`src/rtl/vsm_pkg.sv`:
```
package vsm_pkg;
  typedef enum logic [1:0] {
    SEQ_IDLE  = 2'd0,
    SEQ_START = 2'd1,
    SEQ_WAIT  = 2'd2
  } seq_state_t;

  localparam logic [7:0] MAP_READING = 8'h00;
  localparam logic [7:0] MAP_FLOOR   = 8'h10;
  localparam logic [7:0] MAP_CEIL    = 8'h18;
  localparam logic [7:0] MAP_STATUS  = 8'h20;

  // true when addr falls in the 8-entry window at base and indexes a real channel
  function automatic logic in_window(input logic [7:0] addr, input logic [7:0] base,
                                     input int unsigned nch);
    return (addr[7:3] == base[7:3]) && ({1'b0, addr[2:0]} < 4'(nch));
  endfunction
endpackage

```
`src/rtl/vsm_sequencer.sv`:
```
module vsm_sequencer #(
  parameter int NCH   = 7,
  parameter int ADC_W = 10,
  parameter int NAVG  = 16,
  parameter int REG_W = 8,
  localparam int CW    = $clog2(NCH),
  localparam int SW    = $clog2(NAVG),
  localparam int ACC_W = ADC_W + SW
) (
  input  logic             clk,
  input  logic             rst,
  input  logic             mon_en,
  input  logic             adc_done,
  input  logic [ADC_W-1:0] adc_data,
  output logic             adc_start,
  output logic [CW-1:0]    mux_sel,
  output logic             res_valid,
  output logic [CW-1:0]    res_ch,
  output logic [REG_W-1:0] res_data
);
  import vsm_pkg::*;

  seq_state_t       state;
  logic [CW-1:0]    ch;
  logic [SW-1:0]    cnt;
  logic [ACC_W-1:0] acc;
  logic [ACC_W-1:0] sum_next;

  assign sum_next = acc + ACC_W'(adc_data);
  assign mux_sel  = ch;

  always_ff @(posedge clk) begin
    if (rst) begin
      state     <= SEQ_IDLE;
      ch        <= '0;
      cnt       <= '0;
      acc       <= '0;
      adc_start <= 1'b0;
      res_valid <= 1'b0;
      res_ch    <= '0;
      res_data  <= '0;
    end else begin
      adc_start <= 1'b0;
      res_valid <= 1'b0;
      case (state)
        SEQ_IDLE:  if (mon_en) state <= SEQ_START;
        SEQ_START: begin
          adc_start <= 1'b1;
          state     <= SEQ_WAIT;
        end
        SEQ_WAIT: if (adc_done) begin
          if (cnt == SW'(NAVG - 1)) begin
            res_valid <= 1'b1;
            res_ch    <= ch;
            res_data  <= sum_next[ACC_W-1 -: REG_W];
            acc       <= '0;
            cnt       <= '0;
            ch        <= (ch == CW'(NCH - 1)) ? '0 : ch + 1'b1;
            state     <= mon_en ? SEQ_START : SEQ_IDLE;
          end else begin
            acc   <= sum_next;
            cnt   <= cnt + 1'b1;
            state <= SEQ_START;
          end
        end
        default: state <= SEQ_IDLE;
      endcase
    end
  end
endmodule

```
`src/rtl/vsm_regbank.sv`:
```
module vsm_regbank #(
  parameter int NCH   = 7,
  parameter int REG_W = 8,
  localparam int CW   = $clog2(NCH)
) (
  input  logic             clk,
  input  logic             rst,
  input  logic             reg_wr,
  input  logic             reg_rd,
  input  logic [7:0]       reg_addr,
  input  logic [REG_W-1:0] reg_wdata,
  output logic [REG_W-1:0] reg_rdata,
  input  logic             res_valid,
  input  logic [CW-1:0]    res_ch,
  input  logic [REG_W-1:0] res_data,
  input  logic [NCH-1:0]   status,
  output logic [REG_W-1:0] cmp_floor,
  output logic [REG_W-1:0] cmp_ceil
);
  import vsm_pkg::*;

  logic [REG_W-1:0] reading_mem [NCH];
  logic [REG_W-1:0] floor_mem   [NCH];
  logic [REG_W-1:0] ceil_mem    [NCH];
  logic [CW-1:0]    idx;

  assign idx       = reg_addr[CW-1:0];
  assign cmp_floor = floor_mem[res_ch];
  assign cmp_ceil  = ceil_mem[res_ch];

  always_ff @(posedge clk) begin
    if (rst) begin
      for (int i = 0; i < NCH; i++) begin
        reading_mem[i] <= '0;
        floor_mem[i]   <= '0;
        ceil_mem[i]    <= '1;
      end
    end else begin
      if (res_valid) reading_mem[res_ch] <= res_data;
      if (reg_wr && in_window(reg_addr, MAP_FLOOR, NCH)) floor_mem[idx] <= reg_wdata;
      if (reg_wr && in_window(reg_addr, MAP_CEIL, NCH))  ceil_mem[idx]  <= reg_wdata;
    end
  end

  always_ff @(posedge clk) begin
    if (rst) begin
      reg_rdata <= '0;
    end else if (reg_rd) begin
      if (in_window(reg_addr, MAP_READING, NCH))     reg_rdata <= reading_mem[idx];
      else if (in_window(reg_addr, MAP_FLOOR, NCH))  reg_rdata <= floor_mem[idx];
      else if (in_window(reg_addr, MAP_CEIL, NCH))   reg_rdata <= ceil_mem[idx];
      else if (reg_addr == MAP_STATUS)               reg_rdata <= REG_W'(status);
      else                                           reg_rdata <= '0;
    end
  end
endmodule

```
`src/rtl/vsm_status.sv`:
```
module vsm_status #(
  parameter int NCH   = 7,
  parameter int REG_W = 8,
  localparam int CW   = $clog2(NCH)
) (
  input  logic             clk,
  input  logic             rst,
  input  logic             res_valid,
  input  logic [CW-1:0]    res_ch,
  input  logic [REG_W-1:0] res_data,
  input  logic [REG_W-1:0] cmp_floor,
  input  logic [REG_W-1:0] cmp_ceil,
  input  logic             clr,
  input  logic             alert_en,
  output logic [NCH-1:0]   status_q,
  output logic             alert
);
  logic [NCH-1:0] set_vec;
  logic           outside;

  assign outside = (res_data > cmp_ceil) || (res_data < cmp_floor);

  for (genvar g = 0; g < NCH; g++) begin : g_set
    assign set_vec[g] = res_valid && outside && (res_ch == CW'(g));
  end

  always_ff @(posedge clk) begin
    if (rst) begin
      status_q <= '0;
      alert    <= 1'b0;
    end else begin
      status_q <= (clr ? '0 : status_q) | set_vec;
      alert    <= alert_en && (|status_q);
    end
  end
endmodule

```
`src/rtl/volt_scan_monitor.sv`:
```
module volt_scan_monitor #(
  parameter int NCH   = 7,
  parameter int ADC_W = 10,
  parameter int NAVG  = 16,
  parameter int REG_W = 8,
  localparam int CW   = $clog2(NCH)
) (
  input  logic             clk,
  input  logic             rst,
  input  logic             mon_en,
  input  logic             alert_en,
  input  logic             reg_wr,
  input  logic             reg_rd,
  input  logic [7:0]       reg_addr,
  input  logic [REG_W-1:0] reg_wdata,
  output logic [REG_W-1:0] reg_rdata,
  output logic             adc_start,
  input  logic             adc_done,
  input  logic [ADC_W-1:0] adc_data,
  output logic [CW-1:0]    mux_sel,
  output logic             alert
);
  import vsm_pkg::*;

  logic             res_valid;
  logic [CW-1:0]    res_ch;
  logic [REG_W-1:0] res_data;
  logic [REG_W-1:0] cmp_floor;
  logic [REG_W-1:0] cmp_ceil;
  logic [NCH-1:0]   status_q;
  logic             stat_clr;

  assign stat_clr = reg_rd && (reg_addr == MAP_STATUS);

  vsm_sequencer #(.NCH(NCH), .ADC_W(ADC_W), .NAVG(NAVG), .REG_W(REG_W)) u_seq (
    .clk(clk), .rst(rst), .mon_en(mon_en), .adc_done(adc_done), .adc_data(adc_data),
    .adc_start(adc_start), .mux_sel(mux_sel), .res_valid(res_valid),
    .res_ch(res_ch), .res_data(res_data)
  );

  vsm_regbank #(.NCH(NCH), .REG_W(REG_W)) u_regs (
    .clk(clk), .rst(rst), .reg_wr(reg_wr), .reg_rd(reg_rd), .reg_addr(reg_addr),
    .reg_wdata(reg_wdata), .reg_rdata(reg_rdata), .res_valid(res_valid),
    .res_ch(res_ch), .res_data(res_data), .status(status_q),
    .cmp_floor(cmp_floor), .cmp_ceil(cmp_ceil)
  );

  vsm_status #(.NCH(NCH), .REG_W(REG_W)) u_stat (
    .clk(clk), .rst(rst), .res_valid(res_valid), .res_ch(res_ch), .res_data(res_data),
    .cmp_floor(cmp_floor), .cmp_ceil(cmp_ceil), .clr(stat_clr), .alert_en(alert_en),
    .status_q(status_q), .alert(alert)
  );
endmodule

```
`config.mk`:
```
export PLATFORM = sky130hd
export DESIGN_NAME = volt_scan_monitor
export DESIGN_NICKNAME = d
export VERILOG_FILES = /design/src/rtl/vsm_pkg.sv /design/src/rtl/vsm_sequencer.sv /design/src/rtl/vsm_regbank.sv /design/src/rtl/vsm_status.sv /design/src/rtl/volt_scan_monitor.sv
export SDC_FILE = /design/constraint.sdc
export NUM_CORES = 1
export LEC_CHECK = 0
export BUFFER_PORTS_ARGS = -buffer_cell sky130_fd_sc_hd__buf_2
export CAP_MARGIN = 30
export CORE_MARGIN = 1
export CORE_UTILIZATION = 62
export DETAILED_ROUTE_END_ITERATION = 8
export PLACE_DENSITY = 0.8
export SYNTH_ARGS = -nofsm -noshare
export SYNTH_HDL_FRONTEND = slang
export SYNTH_SLANG_ARGS = --single-unit
```
`constraint.sdc`:
```
create_clock -name clk -period 4.1 [get_ports clk]
set_clock_uncertainty 0.05 [all_clocks]
set_input_delay 0.41 -clock clk [delete_from_list [all_inputs] [get_ports clk]]
set_output_delay 0.41 -clock clk [all_outputs]
set_load 0.02 [all_outputs]
```
Word level (Yosys, flattened, before mapping) --
Memories as Yosys holds them, arrays and structs flattened. A register that Yosys moved wholly into a read port is not among the register bits. Index checks and enable logic that the tools add are counted.
Word-level totals: flip-flop bits (word level) 52, bits in latches 0, bits in writable memories 168, ROM bits 0, input bits 33, output and inout port bits 13, word-level logic and storage cells 104, memories kept 3
Memories:
- u_regs.ceil_mem | depth 7, width 8, read ports 2, clocked after memory_dff 1, wr ports 7, RTL line vsm_regbank.sv:24 | logic [REG_W-1:0] ceil_mem [NCH];
- u_regs.floor_mem | depth 7, width 8, read ports 2, clocked after memory_dff 1, wr ports 7, RTL line vsm_regbank.sv:23 | logic [REG_W-1:0] floor_mem [NCH];
- u_regs.reading_mem | depth 7, width 8, read ports 1, clocked after memory_dff 0, wr ports 7, RTL line vsm_regbank.sv:22 | logic [REG_W-1:0] reading_mem [NCH];
Cells by class: add/sub/neg operators 3, multiply operators 0, divide/modulo/power cells 0, order comparisons 3, eq/ne operators 15, shift operators 0, muxes and demuxes 39, bitwise operators 3, reductions and logical operators 27
Operators with widths (number):
- $mux W8 | 6
- $mux W3 | 8
- $reduce_or A8 Y1 | 3
- $mux W1 | 17
- $logic_and A1 B1 Y1 | 15
- $add A14 B10 Y14 | 1
- $mux W14 | 1
- $mux W7 | 2
- $eq A3 B3 Y1 const B | 4
- $eq A5 B2 Y1 const B | 2
- $eq A8 B6 Y1 const B | 1
- $gt A8 B8 Y1 | 1
- $lt A8 B8 Y1 | 1
- $or A7 B7 Y7 | 1
- $reduce_or A7 Y1 | 1
- $eq A3 B2 Y1 const B | 2
- $mux W2 | 3
- $pmux W2 S3 | 1
- $logic_not A5 Y1 | 1
- $add A4 B1 Y4 const B | 1
- $eq A4 B4 Y1 const B | 1
- $mux W4 | 1
- $ne A2 B2 Y1 const B | 2
- $reduce_and A2 Y1 | 2
- 11 further kinds | 12

Logic depth before layout (Yosys ltp) --
depth after elaboration 8, gate-level depth with buffers 11, gate-level depth less buffers 9

Cells and area by module --
A second synthesis with hierarchy kept.
Second synthesis, totals: cell total of the unflattened synthesis 1041, area total of the unflattened synthesis 12889.9 um^2
By module, submodules not included:
- vsm_regbank | instances 1, cells an instance 702, area an instance 9997.1 um^2, sequential area each 5685.5 um^2
- vsm_sequencer | instances 1, cells an instance 245, area an instance 2175.8 um^2, sequential area each 720.7 um^2
- vsm_status | instances 1, cells an instance 91, area an instance 686.9 um^2, sequential area each 160.2 um^2
- volt_scan_monitor | instances 1, cells an instance 3, area an instance 30.0 um^2, sequential area each 0.0 um^2

Worst setup path after synthesis --
No wires, ideal clock.
kind reg-to-reg, start point register (tool-made name), end point register u_stat.status_q[5], setup time 0.087 ns, data arrival time 2.818 ns, required time 3.963 ns, path slack 1.145 ns, cell stages (with the launch flop) 12, path buffers 2, clock period less this slack 2.955 ns, cell sequence dfxtp_1 clkbuf_1 buf_2 mux4_2 mux2i_1 ha_1 a2111oi_0 o21ai_0 o31ai_1 a21boi_0 o21a_1 o31ai_1
RTL lines:
- end signal, assigned | RTL line vsm_status.sv:32 | status_q <= (clr ? '0 : status_q) | set_vec;
- end, declared | RTL line vsm_status.sv:15 | output logic [NCH-1:0] status_q,

==> metrics <==
vias=between 8000 and 9000; Total GRT Usage=0.309; unrepaired setup endpoints after global routing=false; Synth area leader=edfxtp_1; Hold Buf Count CTS=0; Layout area overhead=10.5%; WHS=~0.094 ns; total die area=about 0.021 mm²; DRT antenna net count=0; CP Launch Type=flip-flop; CP Data Required Time=4.44 ns; router iterations before antenna repair=5; largest net degree at the start of global routing=69; reg-to-reg slack, setup=0.81 ns; Die W=about 140 µm; IO Count=46; DRC viols=0; Synth top area share=0.402; post-CTS setup buffer count=0; worst vdd ir=about 0.29 mV; final hold vios=0; cell area after layout=~0.014 mm²; Final Wtd Congestion=0.867; htree depth=1; CTS Buf Count=26; share of cells above drive strength 1=0.210; Synth top cells by count=168 x edfxtp_1, 95 x nor2_1, 79 x dfxtp_1; Post-synth EDFFs=168; reg2reg end=u_stat.status_q[2]$_SDFF_PP0_; GRT overflow=0; Initial Utilization=0.639; post-route clock period utilization=0.802; # Max-Cap Violations=0; worst-skew pair later-pin latency=between 0.5 and 0.6 ns; top-count cell post-synth=edfxtp_1; Synth Cell Area=between 0.01 and 0.015 mm²; slew at the pin with the worst max-slew slack=1.03 ns; PortBufs=45; Yosys reg bits=roughly 250; DR vias/cell=approximately 6.4; Total Wirelength=30.6 mm; Synth async-reset ratio=0; HP Start=alert_en; DP Area=0.0130 mm²; FMAX=0.304 GHz; FILL cells=1393; slowest CP cell=mux4_2; Power Dens Cells=396 mW/mm²; initial DRC count=between 800 and 900; CP Max Fanout=19; clk root buf=clkbuf_16; total power=between 5 and 6 mW; worst stage delay on the critical path=0.55 ns; total negative setup slack=0 ns; Worst-path clk slew=around 0.060 ns; clk sink count=approximately 250; syn avg cell area=12.4 µm²; CP dominant cell by count=o21ai_0; Layout Nets=1113; Worst Hold End=u_stat.alert$_SDFF_PP0_; std cell rows=51; # diodes=0; DIE HEIGHT=approximately 140 µm; Setup Viol. Count Final=0; Slew Viols, Final=0; hold depth=2; run status=completed; sequential-to-total area share from yosys stat=0.528; global-route wire length before repair=47.3 mm; R2R cell count=10; P_leak=roughly 4.9 nW; max_slew headroom=0.309; Yosys cell types=64; minimum clock period=3.29 ns; crit path DAT=3.63 ns; WS Path Type=flip-flop to flip-flop; Tightest Hold Check Type=input port to flip-flop; initial antenna violation count=0; CTS Buffer Depth=3; DP HPWL=just over 20 mm; post-cts gate resize count=0; Core Region=about 0.020 mm²; Synth area leaders=edfxtp_1 40%, mux4_2 14%, dfxtp_1 13%, mux2i_1 3.7%, nor2_1 2.8%; drt wl/cell=roughly 23 µm; crit end category=flip-flop; Main synth FF type=edfxtp_1; Post-Syn Instances=a little over 1000; Critical Path, Cell by Cell=buf_4 -> mux4_2 -> mux2i_1 -> ha_1 -> nor2b_1 -> o211ai_1 -> a21oi_1 -> o21ai_0 -> o311a_1 -> o21ai_0; vias in the first global route=8543; TritonCTS clock tree=done; Ys Warns=0
-- state kept, by name, indices dropped and copies added (netlist names), named ones only --
| signal | count |
|---|---|
| u_regs.floor_mem | 64 |
| u_seq.adc_start | 1 |
| u_regs.reg_rdata | 8 |
| u_seq.res_ch | 3 |
| u_regs.reading_mem | 64 |
| u_seq.cnt | 4 |
| u_seq.acc | 14 |
| u_stat.alert | 1 |
| u_regs.ceil_mem | 64 |
| u_seq.res_data | 8 |
| u_seq.res_valid | 1 |
| u_seq.mux_sel | 3 |
| u_stat.status_q | 7 |
| u_seq.state | 2 |
-- cell families (layout without fill, tap and decap cells) --
family                     Yosys count  count (layout)  synth area share
AOI/OAI and AO/OA                  136             136            0.0722
other                                1              16          0.000299
buffers and inverters               83             132            0.0282
xor gates and xnor gates             7               7           0.00488
muxes                              127             127             0.178
DFF                                247             247             0.528
and+or+nand+nor                    381             381             0.161
adders and majority gates           27              27            0.0275
-- per-layer routing --
metal	wire length (µm)	global-route usage
met5	0	0
met2	15100	0.501
met1	12000	0.416
met3	2350	0.0497
met4	1150	0.131
-- worst max-delay path: cells and delay by family (launching register included) --
| family | cells | cell delay, ns |
|---|---|---|
| muxes | 2 | 0.75 |
| AOI/OAI and AO/OA | 5 | 1.01 |
| DFF | 1 | 0.52 |
| adders and majority gates | 1 | 0.28 |
| buffers and inverters | 1 | 0.39 |
| and+or+nand+nor | 1 | 0.14 |
-- cell type report --
cell class	count	area, µm²	share of cell area
sequential	247	6630	0.477
multi-input combinational	694	5630	0.406
clock buffer	43	774	0.0558
timing repair buffer	66	388	0.0279
tap	265	332	0.0239
inverter	18	67.6	0.00487
clock inverter	5	58.8	0.00424
-- placed cells by master, fill, tap and decap left out, types with 6 or more instances in the layout --
master	count
inv_1	17
o31ai_1	6
clkbuf_1	11
mux2i_1	47
o22ai_1	10
conb_1	16
nor2b_1	16
nand2b_1	33
nand2_1	64
a211oi_1	6
mux4_2	77
and2_1	47
nor4_1	6
buf_2	43
and3_1	13
nand3b_1	6
a21oi_1	31
o211ai_1	10
clkbuf_16	26
clkbuf_8	6
or2_2	33
dfxtp_1	78
nand3_1	12
a211o_1	11
nor3_1	11
o21ai_0	27
o21bai_1	10
or2_1	9
nor2_1	95
or3_1	15
edfxtp_1	168
buf_4	23
ha_1	26
-- per-stage QoR --
stage,setup slack (ns),utilization,std cells
final,0.811,0.706,1338
after global placement,1.04,0.664,1289
after CTS,0.838,0.706,1337
after global routing,0.593,0.706,1338
after detailed placement,0.858,0.664,1289
after floorplan,1.14,-,1024
-- power breakdown --
| part | total [mW] | internal [mW] | switching (mW) | leakage [nW] |
|---|---|---|---|---|
| Clock | 2.30 | 1.35 | 0.959 | 0.405 |
| Sequential | 2.80 | 2.75 | 0.0502 | 2.25 |
| Combinational | 0.395 | 0.169 | 0.227 | 2.20 |
-- worst max path at each step --
stage | end | slack, ns | cells past startpoint
3_5_place_dp | u_stat.status_q[2]$_SDFF_PP0_ | 0.86 | 10
2_1_floorplan | u_stat.status_q[5]$_SDFF_PP0_ | 1.14 | 11
5_1_grt | u_stat.status_q[1]$_SDFF_PP0_ | 0.59 | 10
3_3_place_gp | u_stat.status_q[0]$_SDFF_PP0_ | 1.04 | 10
6_report | u_stat.status_q[2]$_SDFF_PP0_ | 0.81 | 10
4_1_cts | u_stat.status_q[2]$_SDFF_PP0_ | 0.84 | 10
No activity file was read; power rests on OpenSTA's default activity.
